`src/rtl/cascade_sum_pkg.sv`:
```
package cascade_sum_pkg;

  typedef enum logic [1:0] {
    ST_IDLE,
    ST_LOAD,
    ST_TREE,
    ST_DONE
  } sumState_t;

  // Strobes from the sequencer to the accumulator array.
  typedef struct packed {
    logic clearAcc;
    logic loadBeat;
    logic maskHigh;
    logic treeStep;
  } sumCtrl_t;

endpackage

```
`src/rtl/cascade_sum_ctrl.sv`:
```
module cascade_sum_ctrl
  import cascade_sum_pkg::*;
#(
  parameter int LANES = 8,
  parameter int LEN_W = 16,
  localparam int LOG_P = $clog2(LANES),
  localparam int LANE_W = (LOG_P > 0) ? LOG_P : 1,
  localparam int SW = LOG_P + 1
) (
  input  logic              clk,
  input  logic              rst_n,
  input  logic              start,
  input  logic [LEN_W-1:0]  len,
  input  logic              inValid,
  output logic              inReady,
  output logic              resValid,
  output sumCtrl_t          ctrl,
  output logic [LANE_W-1:0] laneSel,
  output logic [SW-1:0]     stride
);

  localparam int POS_W = LEN_W + LOG_P + 2;

  sumState_t        state, stateNext;
  logic [LEN_W-1:0] lenReg;
  logic [POS_W-1:0] pos;
  logic [POS_W-1:0] lenWide;
  logic             posLive;

  assign lenWide = POS_W'(lenReg);
  assign posLive = pos < lenWide;
  assign laneSel = pos[LANE_W-1:0] & LANE_W'(LANES - 1);

  always_comb begin
    ctrl      = '0;
    inReady   = 1'b0;
    resValid  = 1'b0;
    stateNext = state;
    unique case (state)
      ST_IDLE: begin
        if (start) begin
          ctrl.clearAcc = 1'b1;
          stateNext     = ST_LOAD;
        end
      end
      ST_LOAD: begin
        inReady = posLive;
        if (posLive) begin
          if (inValid) begin
            ctrl.loadBeat = 1'b1;
            ctrl.maskHigh = (pos + POS_W'(LANES)) >= lenWide;
          end
        end else begin
          stateNext = (LOG_P == 0) ? ST_DONE : ST_TREE;
        end
      end
      ST_TREE: begin
        ctrl.treeStep = 1'b1;
        if (stride <= SW'(1)) stateNext = ST_DONE;
      end
      ST_DONE: begin
        resValid  = 1'b1;
        stateNext = ST_IDLE;
      end
      default: stateNext = ST_IDLE;
    endcase
  end

  always_ff @(posedge clk or negedge rst_n) begin
    if (!rst_n) begin
      state  <= ST_IDLE;
      lenReg <= '0;
      pos    <= '0;
      stride <= '0;
    end else begin
      state <= stateNext;
      if (state == ST_IDLE && start) begin
        lenReg <= len;
        pos    <= '0;
        stride <= SW'(LANES / 2);
      end
      if (ctrl.loadBeat) begin
        // after the last lane of a round, skip the high-half positions
        if (laneSel == LANE_W'(LANES - 1)) pos <= pos + POS_W'(LANES + 1);
        else                               pos <= pos + POS_W'(1);
      end
      if (ctrl.treeStep) stride <= stride >> 1;
    end
  end

  // the completion flag never lasts two cycles
  a_r8_single_pulse: assert property (@(posedge clk) disable iff (!rst_n)
    resValid |=> !resValid);

  // the captured length cannot move once a run is under way
  a_r9_len_frozen: assert property (@(posedge clk) disable iff (!rst_n)
    (state != ST_IDLE) |=> $stable(lenReg));

  // an empty run never opens the input
  a_r7_empty_no_ready: assert property (@(posedge clk) disable iff (!rst_n)
    (state == ST_IDLE && start && len == '0) |=> !inReady);

  // the tree never overlaps with input acceptance
  a_r5_tree_not_loading: assert property (@(posedge clk) disable iff (!rst_n)
    ctrl.treeStep |-> !inReady);

  // strides only shrink during the tree phase
  a_r5_stride_halves: assert property (@(posedge clk) disable iff (!rst_n)
    ctrl.treeStep |=> (stride == ($past(stride) >> 1)));

endmodule

```
`src/rtl/cascade_sum_dpath.sv`:
```
module cascade_sum_dpath
  import cascade_sum_pkg::*;
#(
  parameter int LANES = 8,
  parameter int DATA_W = 32,
  localparam int LOG_P = $clog2(LANES),
  localparam int LANE_W = (LOG_P > 0) ? LOG_P : 1,
  localparam int SW = LOG_P + 1
) (
  input  logic                clk,
  input  logic                rst_n,
  input  sumCtrl_t            ctrl,
  input  logic [LANE_W-1:0]   laneSel,
  input  logic [SW-1:0]       stride,
  input  logic [2*DATA_W-1:0] inData,
  output logic [DATA_W-1:0]   resData
);

  logic [DATA_W-1:0] acc     [LANES];
  logic [DATA_W-1:0] term    [LANES][LANE_W];
  logic [DATA_W-1:0] partner [LANES];
  logic [DATA_W-1:0] lowElem, highElem, pairSum;

  assign lowElem  = inData[DATA_W-1:0];
  assign highElem = ctrl.maskHigh ? '0 : inData[2*DATA_W-1:DATA_W];
  assign pairSum  = lowElem + highElem;

  // Each lane can only ever be paired with entries a power of two above it.
  for (genvar t = 0; t < LANES; t++) begin : g_lane
    for (genvar k = 0; k < LANE_W; k++) begin : g_step
      if (k < LOG_P && t < (1 << k)) begin : g_pair
        assign term[t][k] = stride[k] ? acc[t + (1 << k)] : '0;
      end else begin : g_none
        assign term[t][k] = '0;
      end
    end
  end

  always_comb begin
    for (int t = 0; t < LANES; t++) begin
      partner[t] = '0;
      for (int k = 0; k < LANE_W; k++) partner[t] = partner[t] | term[t][k];
    end
  end

  always_ff @(posedge clk or negedge rst_n) begin
    if (!rst_n) begin
      for (int t = 0; t < LANES; t++) acc[t] <= '0;
    end else begin
      for (int t = 0; t < LANES; t++) begin
        if (ctrl.clearAcc)
          acc[t] <= '0;
        else if (ctrl.loadBeat && laneSel == LANE_W'(t))
          acc[t] <= acc[t] + pairSum;
        else if (ctrl.treeStep)
          acc[t] <= acc[t] + partner[t];
      end
    end
  end

  assign resData = acc[0];

  // a start clears the accumulators
  a_r3_clear_zero: assert property (@(posedge clk) disable iff (!rst_n)
    ctrl.clearAcc |=> (acc[0] == '0));

  // the total is held while the engine sits idle
  a_r8_hold: assert property (@(posedge clk) disable iff (!rst_n)
    !(ctrl.clearAcc || ctrl.loadBeat || ctrl.treeStep) |=> $stable(acc[0]));

endmodule

```
`src/rtl/cascade_sum_top.sv`:
```
module cascade_sum_top
  import cascade_sum_pkg::*;
#(
  parameter int LANES = 8,
  parameter int DATA_W = 32,
  parameter int LEN_W = 16
) (
  input  logic                clk,
  input  logic                rst_n,
  input  logic                start,
  input  logic [LEN_W-1:0]    len,
  input  logic                inValid,
  input  logic [2*DATA_W-1:0] inData,
  output logic                inReady,
  output logic                resValid,
  output logic [DATA_W-1:0]   resData
);

  localparam int LOG_P = $clog2(LANES);
  localparam int LANE_W = (LOG_P > 0) ? LOG_P : 1;
  localparam int SW = LOG_P + 1;

  sumCtrl_t          ctrl;
  logic [LANE_W-1:0] laneSel;
  logic [SW-1:0]     stride;

  cascade_sum_ctrl #(.LANES(LANES), .LEN_W(LEN_W)) u_ctrl (
    .clk(clk), .rst_n(rst_n), .start(start), .len(len),
    .inValid(inValid), .inReady(inReady), .resValid(resValid),
    .ctrl(ctrl), .laneSel(laneSel), .stride(stride)
  );

  cascade_sum_dpath #(.LANES(LANES), .DATA_W(DATA_W)) u_dpath (
    .clk(clk), .rst_n(rst_n), .ctrl(ctrl), .laneSel(laneSel),
    .stride(stride), .inData(inData), .resData(resData)
  );

endmodule

```
`config.mk`:
```
export PLATFORM = sky130hd
export DESIGN_NAME = cascade_sum_top
export DESIGN_NICKNAME = d
export VERILOG_FILES = /design/src/rtl/cascade_sum_pkg.sv /design/src/rtl/cascade_sum_ctrl.sv /design/src/rtl/cascade_sum_dpath.sv /design/src/rtl/cascade_sum_top.sv
export SDC_FILE = /design/constraint.sdc
export NUM_CORES = 1
export LEC_CHECK = 0
export BUFFER_PORTS_ARGS = -buffer_cell sky130_fd_sc_hd__buf_2
export CORE_ASPECT_RATIO = 1.75
export CORE_UTILIZATION = 45
export CTS_CLUSTER_DIAMETER = 80
export DETAILED_ROUTE_END_ITERATION = 6
export PLACE_DENSITY = 0.65
export SYNTH_ARGS = -nofsm -noshare
export SYNTH_HDL_FRONTEND = slang
export SYNTH_HIERARCHICAL = 1
export SYNTH_SLANG_ARGS = --single-unit
```
`constraint.sdc`:
```
create_clock -name clk -period 9.4 [get_ports clk]
set_input_delay 2.35 -clock clk [delete_from_list [all_inputs] [get_ports clk]]
set_output_delay 2.35 -clock clk [all_outputs]
set_load 0.1 [all_outputs]
```
==> Implementation_results.wiki <==
{| class="wikitable"
! Metric !! Value
|-
| Run status || finished with violations
|-
| Violated checks || design-rule violations
|-
| Die ar. || around 64000 µm²
|-
| Post-cts sizing count || 0
|-
| Count of pins on the block boundary || approximately 120
|-
| Number of iterations in the first detailed-routing pass || 7
|-
| Critical path's slowest cell || dfrtp_1
|-
| Post-detailed-route via-to-cell ratio || 6.14
|-
| Data required time at the worst endpoint || roughly 9.9 ns
|-
| Launching element type of the critical path || register
|-
| Commonest non-fill, non-tap cells in the layout || nand2_1, a21oi_1, ha_1
|-
| DRC marker count from the first detailed-route iteration || 1579
|-
| Share of the cycle needed by the critical path after routing || ~96%
|-
| Count of vias placed by the detailed router || ~27000
|-
| Arrival time of data at the critical path endpoint || around 9.5 ns
|-
| Largest net degree at the start of global routing || roughly 150
|-
| Area Overhead vs Synth || 8.87%
|-
| Syn nets || a little under 4000
|-
| Clk Latency, worst-skew pair || roughly 0.56 ns
|-
| Power density normalized to cell area || approximately 330 nW/µm²
|-
| DP Cell Count || 4300
|-
| Clock Pin Slew Worst Setup and Hold Paths || about 0.060 ns
|-
| Number of standard cells after synthesis || 3501
|-
| Hold buffers post-CTS || 0
|-
| Clock tree from TritonCTS || done
|-
| Placement Cell Area || 29900 µm²
|-
| WL per Instance || about 21 µm
|-
| Per-instance average area after synthesis || ~8 µm²
|-
| Clock tree skew after final layout || 0.0190 ns
|-
| Number of buffers on the longest clock path || 3
|-
| Worst path max stage delay || 0.49 ns
|-
| HPWL Detailed || 71.9 mm
|-
| Count of standard-cell rows || between 100 and 150
|-
| Overall global routing resource usage || 28.5%
|-
| Slack of the worst reg-to-reg path || ~0.4 ns
|-
| H-tree lvl count || 2
|-
| Worst hold path type || reg2reg
|-
| DRC violations left || 40
|-
| LEAKAGE || ~0.015 µW
|-
| Effective utilization at floorplan || 45.6%
|-
| GRT Residual Overflow || 0
|-
| Relative slew slack || between 30 and 40%
|-
| Worst hold slack across all endpoints || 0.515 ns
|-
| Most common library cell in the layout ignoring fill and taps || nand2_1
|-
| Worst vdd ir || about 0.16 mV
|-
| Cell depth of the worst hold path || 2
|-
| Fraction of layout instances using a drive strength above 1 || under 10%
|-
| Fin cells || about 4400
|-
| Max Fanout on Critical Path || 9
|-
| Final Hold Viols || 0
|-
| DRT antenna net count || 0
|-
| Synth Cell Area || between 20000 and 30000 µm²
|-
| Number of maximum-capacitance violations || 0
|-
| PortBufs || around 120
|-
| Worst reg2reg path depth || 37
|-
| Initial antenna violation count || 4
|-
| Global placement routability congestion || 0.936
|-
| Inserted Clock Buffers || 35
|-
| Final worst path period need || 8.99 ns
|-
| Actual slew at the worst max-slew pin || 0.983 ns
|-
| Wire length reported by the detailed router || 92.7 mm
|-
| Die W || a little under 200 µm
|-
| Synthesis warning total || 6
|-
| Floorplan die height || approximately 340 µm
|-
| Vias in the first global route || roughly 27000
|-
| Sink Count || 298
|-
| First-pass GRT wire length || roughly 140 mm
|-
| Total Nets Final || around 4000
|-
| Max-slew violation count || 0
|-
| Peak Freq || approximately 110 MHz
|-
| Number of setup buffers added after CTS || 0
|-
| Core Box Area || 62500 µm²
|-
| Clock Tree Root || clkbuf_16
|-
| Setup-failing EPs final || 0
|-
| Finished Cell Area || 31100 µm²
|-
| CP Capture Type || register
|-
| Setup CP Type || reg2reg
|}
## metal layers
layer / up-vias / share of wire, % / GRT usage [%]
met5: - / 0.020 / 0
li1: 12900 / - / -
met2: 712 / 52 / 52.7
met3: 218 / 3.9 / 2.75
met1: 12900 / 39 / 31.1
met4: 2 / 5.7 / 16.4
## registers in the layout (all words and copies together), names as in the netlist
name	cells
u_dpath/resData	32
u_ctrl/state	2
u_ctrl/stride	3
u_ctrl/lenReg	16
u_ctrl/pos	21
u_dpath/acc	224
## area by class of cell
cell class / count / area [µm²]
diodes: 3 / 7.51
clock buffers: 52 / 1090
clock inverters: 4 / 45.0
fillers: 6107 / 31500
inverters: 135 / 512
multi-input cells: 2886 / 19900
flip-flops and latches: 298 / 7460
well taps: 799 / 1000
repair buffers: 182 / 1100
## power by group
| part | internal, µW | total (µW) | switching [µW] |
|---|---|---|---|
| clock network | 824 | 1420 | 594 |
| registers | 1780 | 2300 | 516 |
| logic | 2660 | 6600 | 3940 |
| total | 5270 | 10300 | 5050 |
## stage by stage
step	utilization (%)	total power, µW	TNS, ns	setup WS (ns)
floorplan	-	7340	0	1.71
global route	49.7	11100	-0.000560	-0.000560
global placement	47.8	8760	0	0.439
finish	49.7	10300	0	0.408
detailed placement	47.8	8830	0	0.328
CTS	49.6	10300	0	0.291
## path summary, 6_finish.rpt
kind,from,to
min,u_dpath/resData[0],u_dpath/resData[0]
max reg2reg,u_ctrl/pos[4],u_dpath/acc[127]
min in group asynchronous,rst_n,u_dpath/resData[6]
max,u_ctrl/pos[4],u_dpath/acc[127]
min reg2reg,u_dpath/resData[0],u_dpath/resData[0]
max in group asynchronous,rst_n,u_ctrl/stride[2]
## worst max-delay path: cells and delay by family (launching register included)
kind / cells / cell delay [ns]
compound gates: 18 / 4.44
simple gates: 9 / 1.82
fa+ha+maj: 4 / 1.22
buf+inv: 3 / 0.56
flops: 1 / 0.49
xor+xnor: 2 / 0.22
mux: 1 / 0.15
Note: power is estimated with default switching activity, not from simulation.
